[src/rtl/wbq_pkg.sv]
package wbq_pkg;

    localparam int WBQ_DEPTH  = 7;
    localparam int WBQ_DATA_W = 32;
    localparam int WBQ_REG_AW = 7;
    localparam int WBQ_LAT_W  = $clog2(WBQ_DEPTH + 1);

    typedef enum logic [3:0] {
        OPC_IDLE   = 4'd0,
        OPC_ADD    = 4'd1,
        OPC_SUB    = 4'd2,
        OPC_MUL    = 4'd3,
        OPC_MAG    = 4'd4,
        OPC_TOINT  = 4'd5,
        OPC_TOFLT  = 4'd6,
        OPC_EMIT   = 4'd7,
        OPC_SINE   = 4'd8,
        OPC_COSINE = 4'd9,
        OPC_GREATER= 4'd10,
        OPC_SAME   = 4'd11,
        OPC_MOVE   = 4'd12,
        OPC_PICK   = 4'd13,
        OPC_SIGNX  = 4'd14,
        OPC_RSQSEED= 4'd15
    } opc_e;

    localparam int LAT_ADDSUB = 5;
    localparam int LAT_MUL    = 7;
    localparam int LAT_TOFLT  = 3;
    localparam int LAT_TRIG   = 4;
    localparam int LAT_SHORT  = 2;

    typedef struct packed {
        logic                 advance;
        logic                 insert;
        logic [WBQ_LAT_W-1:0] lat;
    } sched_t;

    function automatic logic [WBQ_LAT_W-1:0] opc_latency(input opc_e op);
        logic [WBQ_LAT_W-1:0] l;
        unique case (op)
            OPC_IDLE, OPC_EMIT:   l = '0;
            OPC_ADD, OPC_SUB:     l = WBQ_LAT_W'(LAT_ADDSUB);
            OPC_MUL:              l = WBQ_LAT_W'(LAT_MUL);
            OPC_TOFLT:            l = WBQ_LAT_W'(LAT_TOFLT);
            OPC_SINE, OPC_COSINE: l = WBQ_LAT_W'(LAT_TRIG);
            default:              l = WBQ_LAT_W'(LAT_SHORT);
        endcase
        return l;
    endfunction

endpackage

[src/rtl/wbq_op_decode.sv]
module wbq_op_decode
    import wbq_pkg::*;
(
    input  logic         issue_valid,
    input  logic [3:0]   opcode,
    output sched_t       sched
);
    opc_e op;

    always_comb begin
        op            = opc_e'(opcode);
        sched.advance = issue_valid && (op != OPC_EMIT);
        sched.insert  = issue_valid && (op != OPC_EMIT) && (op != OPC_IDLE);
        sched.lat     = opc_latency(op);
    end
endmodule

[src/rtl/wbq_slot_ring.sv]
module wbq_slot_ring #(
    parameter int DEPTH  = 7,
    parameter int DATA_W = 32,
    parameter int LAT_W  = 3,
    localparam int PTR_W = $clog2(DEPTH),
    localparam int SUM_W = PTR_W + 1
) (
    input  logic              clk,
    input  logic              rst,
    input  logic              advance,
    input  logic              insert,
    input  logic [LAT_W-1:0]  lat,
    input  logic [DATA_W-1:0] wdata,
    output logic [DATA_W-1:0] head_data,
    output logic [PTR_W-1:0]  ptr
);
    logic [DATA_W-1:0] slot_q [DEPTH];
    logic [PTR_W-1:0]  ptr_q;
    logic [PTR_W-1:0]  ptr_nxt;
    logic [SUM_W-1:0]  ins_sum;
    logic [PTR_W-1:0]  ins_idx;

    // Pointer after this issue, modulo DEPTH.
    always_comb begin
        ptr_nxt = (ptr_q == PTR_W'(DEPTH - 1)) ? '0 : ptr_q + 1'b1;
    end

    // Target slot = (ptr + 1 + lat - 1) mod DEPTH = (ptr + lat) mod DEPTH.
    always_comb begin
        ins_sum = SUM_W'(ptr_q) + SUM_W'(lat);
        if (ins_sum >= SUM_W'(DEPTH)) begin
            ins_idx = PTR_W'(ins_sum - SUM_W'(DEPTH));
        end else begin
            ins_idx = PTR_W'(ins_sum);
        end
    end

    always_ff @(posedge clk) begin
        if (rst) begin
            ptr_q <= '0;
        end else if (advance) begin
            ptr_q <= ptr_nxt;
        end
    end

    for (genvar g = 0; g < DEPTH; g++) begin : g_slot
        always_ff @(posedge clk) begin
            if (rst) begin
                slot_q[g] <= '0;
            end else if (insert && (ins_idx == PTR_W'(g))) begin
                // Insert has priority over the clear of the vacated slot.
                slot_q[g] <= wdata;
            end else if (advance && (ptr_q == PTR_W'(g))) begin
                slot_q[g] <= '0;
            end
        end
    end

    assign head_data = slot_q[ptr_q];
    assign ptr       = ptr_q;
endmodule

[src/rtl/wbq_writeback.sv]
module wbq_writeback
    import wbq_pkg::*;
#(
    parameter int DATA_W = WBQ_DATA_W,
    parameter int REG_AW = WBQ_REG_AW,
    parameter int DEPTH  = WBQ_DEPTH,
    localparam int PTR_W = $clog2(DEPTH)
) (
    input  logic              clk,
    input  logic              rst,
    input  logic              issue_valid,
    input  logic [3:0]        opcode,
    input  logic [REG_AW-1:0] dest,
    input  logic [DATA_W-1:0] result,
    output logic              rf_we,
    output logic [REG_AW-1:0] rf_addr,
    output logic [DATA_W-1:0] rf_data
);
    sched_t            sched;
    logic [DATA_W-1:0] head_data;
    logic [PTR_W-1:0]  ring_ptr;

    wbq_op_decode u_decode (
        .issue_valid (issue_valid),
        .opcode      (opcode),
        .sched       (sched)
    );

    wbq_slot_ring #(
        .DEPTH  (DEPTH),
        .DATA_W (DATA_W),
        .LAT_W  (WBQ_LAT_W)
    ) u_ring (
        .clk       (clk),
        .rst       (rst),
        .advance   (sched.advance),
        .insert    (sched.insert),
        .lat       (sched.lat),
        .wdata     (result),
        .head_data (head_data),
        .ptr       (ring_ptr)
    );

    assign rf_we   = sched.advance && (dest != '0);
    assign rf_addr = dest;
    assign rf_data = head_data;
endmodule

[config.mk]
export PLATFORM = sky130hd
export DESIGN_NAME = wbq_writeback
export DESIGN_NICKNAME = d
export VERILOG_FILES = /design/src/rtl/wbq_pkg.sv /design/src/rtl/wbq_op_decode.sv /design/src/rtl/wbq_slot_ring.sv /design/src/rtl/wbq_writeback.sv
export SDC_FILE = /design/constraint.sdc
export NUM_CORES = 1
export LEC_CHECK = 0
export BUFFER_PORTS_ARGS = -buffer_cell sky130_fd_sc_hd__buf_2
export CAP_MARGIN = 10
export CORE_MARGIN = 8
export CORE_UTILIZATION = 35
export CTS_CLUSTER_SIZE = 16
export DETAILED_ROUTE_END_ITERATION = 8
export PLACE_DENSITY_LB_ADDON = 0.15
export SETUP_SLACK_MARGIN = 0.02
export SKIP_LAST_GASP = 1
export SYNTH_ARGS = -nofsm -noshare
export SYNTH_HDL_FRONTEND = slang
export SYNTH_HIERARCHICAL = 1
export SYNTH_SLANG_ARGS = --single-unit
[constraint.sdc]
create_clock -name clk -period 5.7 [get_ports clk]
set_input_delay 0.285 -clock clk [delete_from_list [all_inputs] [get_ports clk]]
set_output_delay 0.285 -clock clk [all_outputs]
set_load 0.02 [all_outputs]
# Yosys cells after proc, flatten, opt, wreduce, memory -nomap -nowiden
# Memories as Yosys holds them, arrays and structs flattened. A register that Yosys moved wholly into a read port is not among the register bits.
# Cells that the tools add are included.
[totals]
regBits = 3
ramBits = 224
rom_bits = 48
elab_cells = 124
n_memories = 2
[memory_table]
columns = ["name", "words", "word_bits", "rd", "rd_clocked_by_memory_dff", "wr", "line_no", "text"]
rows = [
  ["u_ring.slot_q", 7, 32, 1, 1, 7, "wbq_slot_ring.sv:17", "logic [DATA_W-1:0] slot_q [DEPTH];"],
  ["(name not given)", 16, 3, 1, 0, 0, "wbq_pkg.sv:41", "unique case (op)"],
]
[op_classes]
n_addsub = 3
n_lt_le_gt_ge = 1
eq_ne = 13
mux = 69
bitwise_logic = 14
n_reduce_logical = 21
[op_table]
columns = ["operator", "count"]
rows = [
  ["$mux W32", 14],
  ["$mux W1", 51],
  ["$eq A3 B3 Y1 const B", 6],
  ["$logic_and A1 B1 Y1", 17],
  ["$or A1 B1 Y1", 14],
  ["$eq A3 B2 Y1 const B", 4],
  ["$mux W3", 4],
  ["$reduce_bool A7 Y1", 1],
  ["$eq A3 B1 Y1 const B", 2],
  ["$logic_not A3 Y1", 2],
  ["$add A3 B3 Y4", 1],
  ["$ge A4 B3 Y1 const B", 1],
  ["$ne A4 B3 Y1 const B", 1],
  ["$reduce_bool A4 Y1", 1],
  ["$add A3 B1 Y3 const B", 1],
  ["$sub A3 B3 Y3 const B", 1],
]

# Logic depth before layout (Yosys ltp)
# Gate-level depths: netlist (run 1).
# An unclocked memory read counts as a cell.
[depth]
word_depth = 11
ltp_mapped = 13
mapped_depth_nobuf = 11

# Modules after synthesis
# The synthesis (run 1) kept the hierarchy.
[modules_own_cells]
columns = ["mod", "n_inst", "cells_per_inst", "area_per_inst_um2", "seq_area_each_um2"]
rows = [
  ["wbq_slot_ring", 1, 823, 11398.4, 6846.6],
  ["wbq_writeback", 1, 10, 77.6, 0.0],
  ["wbq_op_decode", 1, 10, 67.6, 0.0],
]

# Worst setup path before layout (run 1)
# No wires, ideal clock.
[synth_timing]
path_type = "input to register"
start = "in opcode[2]"
end = "mem u_ring.slot_q[5][0], enable pin"
setup_time_ps = 466
arrival_time_ps = 4656
required_time_ps = 5234
slack_ps = 579
stages = 11
path_buffers = 1
cell_sequence = "a211oi_1 ha_1 inv_1 fa_1 inv_1 ha_1 buf_4 inv_2 nor4_2 o21ai_0 o21ai_0"
[synth_lines]
columns = ["element", "line_no", "text"]
rows = [
  ["start: declaration", "wbq_writeback.sv:12", "input logic [3:0] opcode,"],
  ["end: declaration", "wbq_slot_ring.sv:17", ""],
]

==> results of run 1 <==
worst paths after layout:
kind	from	to	cells past startpoint
setup / recovery	u_ring/ptr[0]	u_ring/slot_q[5][24]	10
hold / removal	result[26]	u_ring/slot_q[3][26]	2
setup reg to reg	u_ring/ptr[0]	u_ring/slot_q[5][24]	10
hold reg to reg	u_ring/ptr[0]	flip-flop	2
final cells by class:
type / count / area (um^2)
Multi-Input combinational cell: 534 / 4220
Fill cell: 3169 / 19500
Clock inverter: 13 / 115
Tap cell: 442 / 553
Timing Repair Buffer: 99 / 543
Inverter: 8 / 30.0
Sequential cell: 230 / 6860
Clock buffer: 30 / 687
logic make-up (layout without fill, tap and decap cells):
logic type                 after synthesis  count (layout)  synth area share
DFF                                    230             230             0.593
and+or+nand+nor                        253             253             0.102
muxes                                   99              99             0.124
adders and majority gates                6               6           0.00715
buffers and inverters                   79             150            0.0450
xor gates and xnor gates                 4               4           0.00759
AOI/OAI and AO/OA                      172             172             0.121
placed cells by master, fill, tap and decap left out, types with 3 or more instances in the layout:
cell type    n
mux4_2      32
nor2_1     111
a21oi_1      5
mux2i_1     35
buf_2       85
mux2_2      32
clkbuf_1     3
nor2_2      32
clkbuf_16   27
clkinv_2     4
nor3_1       6
ha_1         5
inv_1        7
a21boi_1    56
a211oi_1     5
a21boi_2    30
a21boi_0    11
and2_1       4
edfxtp_1   224
buf_4       13
o21ai_1     11
o21ai_0     27
nand2_1     69
nor2b_1      4
a211oi_4     3
dfxtp_1      3
clkinv_1     5
power groups by stage:
stage,sequential [mW],combinational [mW],clock [mW]
final,2.16,0.820,1.59
after global routing,2.18,0.890,1.70
after CTS,2.16,0.840,1.64
after detailed placement,2.19,0.837,0
after global placement,2.19,0.835,0
after floorplan,2.14,0.619,0
flip-flops by register name, indices dropped and copies added, names as in the netlist, named ones only:
signal / flops
u_ring/ptr: 3
u_ring/slot_q: 224
metrics by stage:
stage | cell area (um^2) | util | setup slack, ns | hold WS (ns)
floorplan | 11500 | - | 0.579 | 0.513
global placement | 12200 | 0.375 | 1.34 | 0.599
detailed placement | 12200 | 0.375 | 1.19 | 0.588
CTS | 13000 | 0.400 | 1.47 | 0.103
global route | 13000 | 0.400 | 1.25 | 0.121
finish | 13000 | 0.400 | 1.47 | 0.124
routing by layer:
layer | vias to the layer above | part of all wire | global-route usage
li1 | 3219 | - | -
met1 | 3545 | 0.43 | 0.188
met2 | 138 | 0.50 | 0.266
met3 | 49 | 0.043 | 0.0274
met4 | 0 | 0.024 | 0.0398
met5 | - | 0 | 0
==> results.ini, run 1 <==
[logic_synthesis]
synth_most_common_cell=edfxtp_1
netlist.area_leader.share=0.583
yosys-top-cells-count=224 x edfxtp_1, 111 x nor2_1, 70 x nand2_1
syn_area_per_cell_um2=13.7
async_flop_share=0
syn_inst=843
ys.flop_type=edfxtp_1
synth_top_area_cell=edfxtp_1
synth-seq-cells=230
synthTopCellsByArea=edfxtp_1 58%, mux4_2 6.2%, a21boi_1 3.6%
synth_cell_type_count=65
synth_area_um2=11500
synth_edf_count=224
seq_area_frac_synth=0.593
synth.yosys.warnings=6
syn-num-nets=895

[cts]
cts_hold_buffers=0
numCtsBuffers=26
cts-root-buf=clkbuf_16
cts_setup_buffers=0
clock-sinks=230
clock_path_buffers=3
cts_tree=built
ctsHtreeMaxLevel=1
cts.clk_slew.worst_paths_ns=0.06
insertion_delay_ns=0.53
postCtsResizedCells=0

[timing]
relSlewSlack=0.258
slew_violations=0
finalCritPeriodShare=0.743
post-route-min-period_ns=4.23
clock.fmax_mhz=236
setup_viol=0
fin_skew_ns=0.00938
max_slew.worst_pin.slew_ns=1.11
finalSetupTns_ns=0
rsz0062_at_grt=false
finalHoldViolations=0

[setup_path]
path_class=reg2reg
cp_data_arrival_time_ns=4.44
cp_slowest_cell=o21ai_4
cp-end-kind=flip-flop
cp.required_ns=5.91
path_cells=ha_1 > inv_1 > fa_1 > inv_1 > ha_1 > inv_2 > nor4_2 > o21ai_0 > o21ai_4 > buf_4
rrSetupSlack_ns=1.47
cp_max_fo=17
path_buf_inv=4
max_stage_delay_ns=0.60
cpLargestDelayFamily=adder cells
cp-start-kind=flip-flop

[grt]
grt_pass1_wl_um=45000
grt_overflow_total=0
first_global_vias=7527
antenna_found_initial=0
grt_start_max_net_pins=65
grtUsageTotal=0.151

[power_and_ir_drop]
seqPwrFrac=0.472
total_power_mw=4.57
swShare=0.272
combPwrFrac=0.179
p_per_area_nw_per_um2=351
p_leak_nw=4.61
clock_power_share=0.349
vdd_drop_max_v=0.000216
net-switching-power_mw=1.24
power.internal_mw=3.32

[die]
start_util=0.355
die_y_um=198
die_x_um=198
io-pin-count=86
num_rows=66
dieArea_um2=39000
core_um2=32500

[place]
hpwl_um=17100
dp.cells=1313
portBuffers=85
routabilityCongestion=0.746

[layout]
drive_above_1_share=0.322
diodes=0
fin_nets=951
area_growth_syn_to_layout_pct=12.6
layout.cells.non_filler=1356

[status]
status=complete, no violations

[routing]
drt_iter0_markers=443
drcViolationCount=0
drt_pass1_iterations=4
postRouteAntennaNets=0
detail_route.wl_per_cell_um=21.7
vias=6951
routed_via_density=5.13
routed_wirelength_um=29400

[worst_hold_path]
min-delay-path-class=in2reg

[job]
cap_violations=0

Power figures use the tool's default switching activity.
==> run 2: changes to the inputs <==
clock period = 3.8 ns   (was 5.7 ns; I/O delays follow)
==> results.ini, run 2 (synthesis gave the netlist of run 1 again) <==
[status]
status=complete, no violations  ; unchanged

[routing]
drt_iter0_markers=366  ; was 443
detail_route.wl_per_cell_um=20.8  ; was 21.7 um
postRouteAntennaNets=0  ; unchanged
drcViolationCount=0  ; unchanged
vias=6891  ; was 6951
routed_wirelength_um=28600  ; was 29400 um
drt_pass1_iterations=4  ; unchanged
routed_via_density=5.01  ; was 5.13

[timing]
finalHoldViolations=0  ; unchanged
setup_viol=0  ; unchanged
finalCritPeriodShare=0.900  ; was 0.743
finalSetupTns_ns=0  ; unchanged
clock.fmax_mhz=292  ; was 236 MHz
post-route-min-period_ns=3.42  ; was 4.23 ns
slew_violations=0  ; unchanged
rsz0062_at_grt=false  ; unchanged
fin_skew_ns=0.00842  ; was 0.00938 ns
max_slew.worst_pin.slew_ns=1.01  ; was 1.11 ns
relSlewSlack=0.327  ; was 0.258

[layout]
diodes=0  ; unchanged
largest-register=u_ring/slot_q  ; unchanged
fin_nets=968  ; was 951
post-route-util=0.407  ; was 0.400
drive_above_1_share=0.337  ; was 0.322
layout.cells.non_filler=1376  ; was 1356
area_growth_syn_to_layout_pct=14.8  ; was 12.6%
final_cell_mix=224 x edfxtp_1, 111 x nor2_1, 85 x buf_2  ; unchanged
final_common_cell=edfxtp_1  ; unchanged
fin_area_um2=13300  ; was 13000 um^2
largest_reg_flops=224  ; unchanged

[cts]
cts_hold_buffers=0  ; unchanged
cts_setup_buffers=0  ; unchanged
cts.clk_slew.worst_paths_ns=0.06  ; about the same
insertion_delay_ns=0.52  ; was 0.53 ns
cts_tree=built  ; unchanged
clock_path_buffers=3  ; unchanged
postCtsResizedCells=0  ; unchanged
clock-sinks=230  ; unchanged
cts-root-buf=clkbuf_16  ; unchanged
numCtsBuffers=27  ; was 26
ctsHtreeMaxLevel=1  ; unchanged

[die]
dieArea_um2=39000  ; unchanged
start_util=0.355  ; unchanged
die_x_um=198  ; unchanged
io-pin-count=86  ; unchanged
die_y_um=198  ; unchanged
core_um2=32500  ; unchanged
num_rows=66  ; unchanged

[grt]
grtUsageTotal=0.146  ; was 0.151
antenna_found_initial=0  ; unchanged
grt_overflow_total=0  ; unchanged
grt_use_met2=0.254  ; was 0.266
grt_pass1_wl_um=44000  ; was 45000 um
grt_util_met1=0.193  ; was 0.188
first_global_vias=7265  ; was 7527
grt_start_max_net_pins=64  ; was 65
grt_busiest_layer=met2  ; unchanged
met3_usage=0.0203  ; was 0.0274

[power_and_ir_drop]
p_per_area_nw_per_um2=525  ; was 351 nW/um^2
p_leak_nw=4.75  ; was 4.61 nW
vdd_drop_max_v=0.000332  ; was 0.000216 V

[setup_path]
r2r_start=u_ring/ptr[0]  ; unchanged
r2r_end=u_ring/slot_q[2][19]  ; was u_ring/slot_q[5][24]
cp-end-kind=flip-flop  ; unchanged
cp_max_fo=32  ; was 17
cp.required_ns=4.02  ; was 5.91 ns
rrSetupSlack_ns=0.38  ; was 1.47 ns
r2r_cells=10  ; unchanged
worstSetupStartpoint=u_ring/ptr[0]  ; unchanged
cp_data_arrival_time_ns=3.64  ; was 4.44 ns
cp-start-kind=flip-flop  ; unchanged
path_class=reg2reg  ; unchanged

[place]
dp.cells=1329  ; was 1313
routabilityCongestion=0.769  ; was 0.746
hpwl_um=18100  ; was 17100 um
place_area_um2=12400  ; was 12200 um^2
portBuffers=85  ; unchanged

[worst_hold_path]
holdPathEnd=u_ring/slot_q[3][30]  ; was u_ring/slot_q[3][26]
holdPathStages=2  ; unchanged
hold_start=result[30]  ; was result[26]
min-delay-path-class=in2reg  ; unchanged

[job]
cap_violations=0  ; unchanged

run 2: power by group:
part | internal, mW | total (mW) | switching, mW | leakage, nW
Sequential | 3.10 | 3.22 | 0.114 | 2.38
Combinational | 0.503 | 1.27 | 0.769 | 1.95
Clock | 1.46 | 2.46 | 0.999 | 0.423
run 2: how the worst max path moves through the flow:
stage | end | slack (ns) | cells past startpoint
final | u_ring/slot_q[2][19] | 0.38 | 10
after global routing | u_ring/slot_q[2][18] | 0.12 | 10
after CTS | u_ring/slot_q[2][14] | 0.38 | 10
after detailed placement | u_ring/slot_q[2][20] | 0.23 | 12
after global placement | u_ring/slot_q[2][20] | 0.29 | 12
after floorplan | u_ring/slot_q[5][0] | 0.07 | 11
run 2: layout make-up:
cell class / count / area, um^2
inverters: 8 / 30.0
well taps: 442 / 553
clock buffers: 36 / 759
flip-flops and latches: 230 / 6860
multi-input cells: 534 / 4220
repair buffers: 115 / 751
clock inverters: 11 / 88.8
fillers: 3114 / 19300
run 2: stage by stage:
step	hold WS (ns)	setup slack [ns]	power (mW)
floorplan	0.418	0.0657	4.14
global route	0.0353	0.124	7.27
finish	0.0446	0.379	6.95
CTS	0.0309	0.376	7.05
global placement	0.578	0.286	4.56
detailed placement	0.584	0.231	4.58
run 2: per-layer routing:
layer / wire length, um / vias up
li1: - / 3268
met1: 13000 / 3474
met2: 14200 / 120
met3: 1010 / 29
met4: 410 / 0
met5: 0 / -
run 2: critical path: stages (launching register included):
cell and delay, ns:
dfxtp_1 0.44, ha_1 0.30, inv_1 0.08, fa_1 0.57
inv_1 0.10, ha_1 0.22, buf_4 0.18, o21ai_0 0.44
nor2_1 0.11, a221o_2 0.37, buf_4 0.29
==> run 3: changes to the inputs <==
ABC_AREA = 1   (was unset)
==> results.ini, run 3 <==
[timing]
post-route-min-period_ns=3.03  ; was 3.42 ns
slew_violations=0  ; unchanged
rsz0062_at_grt=false  ; unchanged
finalWorstSetupSlack_ns=0.768  ; was 0.379 ns
finalSetupTns_ns=0  ; unchanged
fin_skew_ns=0.00392  ; was 0.00842 ns
relSlewSlack=0.285  ; was 0.327
setup_viol=0  ; unchanged
finalCritPeriodShare=0.798  ; was 0.900
finalHoldViolations=0  ; unchanged
clock.fmax_mhz=330  ; was 292 MHz
max_slew.worst_pin.slew_ns=1.07  ; was 1.01 ns

[place]
place_area_um2=11300  ; was 12400 um^2
hpwl_um=15900  ; was 18100 um
routabilityCongestion=0.702  ; was 0.769
pre_cts_slack_ns=0.567  ; was 0.231 ns
portBuffers=85  ; unchanged

[grt]
first_global_vias=7594  ; was 7265
grt_busiest_layer=met2  ; unchanged
grt_start_max_net_pins=69  ; was 64
grt_overflow_total=0  ; unchanged
grt_pass1_wl_um=42400  ; was 44000 um
grt_util_met1=0.191  ; was 0.193
grt_use_met2=0.262  ; was 0.254
grtUsageTotal=0.148  ; was 0.146
antenna_found_initial=0  ; unchanged
met3_usage=0.0204  ; was 0.0203

[power_and_ir_drop]
vdd_drop_max_v=0.000304  ; was 0.000332 V
p_per_area_nw_per_um2=540  ; was 525 nW/um^2
total_power_mw=6.50  ; was 6.95 mW
p_leak_nw=4.88  ; was 4.75 nW

[logic_synthesis]
synth-seq-cells=230  ; unchanged
synth.yosys.warnings=6  ; unchanged
syn_inst=1038  ; was 843
netlist.area_leader.share=0.639  ; was 0.583
synthTopCellsByArea=edfxtp_1 64%, nor2_1 11%, nand2_1 4.7%  ; was edfxtp_1 58%, mux4_2 6.2%, a21boi_1 3.6%
async_flop_share=0  ; unchanged
synth_cell_type_count=30  ; was 65
synth_most_common_cell=nor2_1  ; was edfxtp_1
syn-num-nets=1090  ; was 895
synth_top_area_cell=edfxtp_1  ; unchanged
syn_area_per_cell_um2=10.1  ; was 13.7 um^2
seq_area_frac_synth=0.650  ; was 0.593
synth_area_um2=10500  ; was 11500 um^2
synth_edf_count=224  ; unchanged
ys.flop_type=edfxtp_1  ; unchanged
yosys-top-cells-count=308 x nor2_1, 224 x edfxtp_1, 132 x nand2_1  ; was 224 x edfxtp_1, 111 x nor2_1, 70 x nand2_1

[setup_path]
cp_data_arrival_time_ns=3.18  ; was 3.64 ns
cp-end-kind=flip-flop  ; unchanged
cp.required_ns=3.95  ; was 4.02 ns
cp-start-kind=flip-flop  ; unchanged
cp_max_fo=32  ; unchanged
path_class=reg2reg  ; unchanged

[die]
die_y_um=189  ; was 198 um
die_x_um=189  ; was 198 um
io-pin-count=86  ; unchanged
num_rows=63  ; was 66
start_util=0.355  ; about the same
core_um2=29600  ; was 32500 um^2
dieArea_um2=35900  ; was 39000 um^2

[routing]
vias=7399  ; was 6891
drt_iter0_markers=431  ; was 366
postRouteAntennaNets=0  ; unchanged
routed_via_density=4.89  ; was 5.01
drcViolationCount=0  ; unchanged
drt_pass1_iterations=5  ; was 4
detail_route.wl_per_cell_um=17.7  ; was 20.8 um
routed_wirelength_um=26800  ; was 28600 um

[worst_hold_path]
min-delay-path-class=in2reg  ; unchanged

[cts]
clock_path_buffers=3  ; unchanged
cts.clk_slew.worst_paths_ns=0.06  ; about the same
clock-sinks=230  ; unchanged
ctsHtreeMaxLevel=1  ; unchanged
cts_hold_buffers=0  ; unchanged
insertion_delay_ns=0.50  ; was 0.52 ns
cts_tree=built  ; unchanged
postCtsResizedCells=0  ; unchanged
cts_setup_buffers=0  ; unchanged
numCtsBuffers=25  ; was 27
cts-root-buf=clkbuf_16  ; unchanged

[layout]
drive_above_1_share=0.146  ; was 0.337
final_common_cell=nor2_1  ; was edfxtp_1
area_growth_syn_to_layout_pct=14.3  ; was 14.8%
largest-register=u_ring/slot_q  ; unchanged
largest_reg_flops=224  ; unchanged
fin_area_um2=12000  ; was 13300 um^2
fin_nets=1158  ; was 968
diodes=0  ; unchanged
post-route-util=0.406  ; was 0.407
final_cell_mix=308 x nor2_1, 224 x edfxtp_1, 129 x nand2_1  ; was 224 x edfxtp_1, 111 x nor2_1, 85 x buf_2

[job]
cap_violations=0  ; unchanged

[status]
status=complete, no violations  ; unchanged

==> run 3: power by group <==
group	internal [mW]	total, mW	switching [mW]
logic	0.326	1.12	0.799
registers	3.10	3.19	0.0914
clock network	1.26	2.19	0.921
==> run 3: worst max-delay path, stage by stage (launching register included) <==
cell,delay (ns)
dfxtp_1,0.43
ha_1,0.21
inv_1,0.05
fa_1,0.50
inv_1,0.06
ha_1,0.25
nand3_2,0.14
nand2_1,0.11
nand2_1,0.09
nand2_2,0.12
nor2_1,0.17
nand2_1,0.07
nand2_1,0.07
buf_4,0.40
==> run 3: per-stage QoR <==
stage / std cells / hold WS (ns)
global route: 1513 / 0.0539
floorplan: 1038 / 0.467
detailed placement: 1469 / 0.561
CTS: 1513 / 0.0246
global placement: 1469 / 0.562
finish: 1513 / 0.0418
==> run 3: final timing paths <==
check | endpoint | slack (ns) | startpoint | cells after the start
setup / recovery | u_ring/slot_q[2][31] | 0.77 | u_ring/ptr[0] | 13
hold / removal | flip-flop | 0.04 | rst | 2
setup reg to reg | u_ring/slot_q[2][31] | 0.77 | u_ring/ptr[0] | 13
hold reg to reg | u_ring/ptr[2] | 0.59 | u_ring/ptr[2] | 2
==> run 3: routing by layer <==
| metal | part of all wire | vias to the layer above |
|---|---|---|
| li1 | - | 3642 |
| met1 | 0.46 | 3583 |
| met2 | 0.49 | 148 |
| met3 | 0.043 | 26 |
| met4 | 0.012 | 0 |
| met5 | 0 | - |
==> run 3: logic make-up after synthesis <==
| kind of cell | Yosys count | synth area share |
|---|---|---|
| flops | 230 | 0.650 |
| buf+inv | 130 | 0.0587 |
| compound gates | 204 | 0.103 |
| fa+ha+maj | 6 | 0.00785 |
| xor+xnor | 1 | 0.000832 |
| simple gates | 467 | 0.180 |
==> run 3: cell type report <==
type / instances / area [um^2]
Clock buffer: 32 / 652
Clock inverter: 12 / 72.6
Fill cell: 2976 / 17600
Inverter: 60 / 225
Multi-Input combinational cell: 678 / 3070
Sequential cell: 230 / 6850
Tap cell: 390 / 488
Timing Repair Buffer: 111 / 671
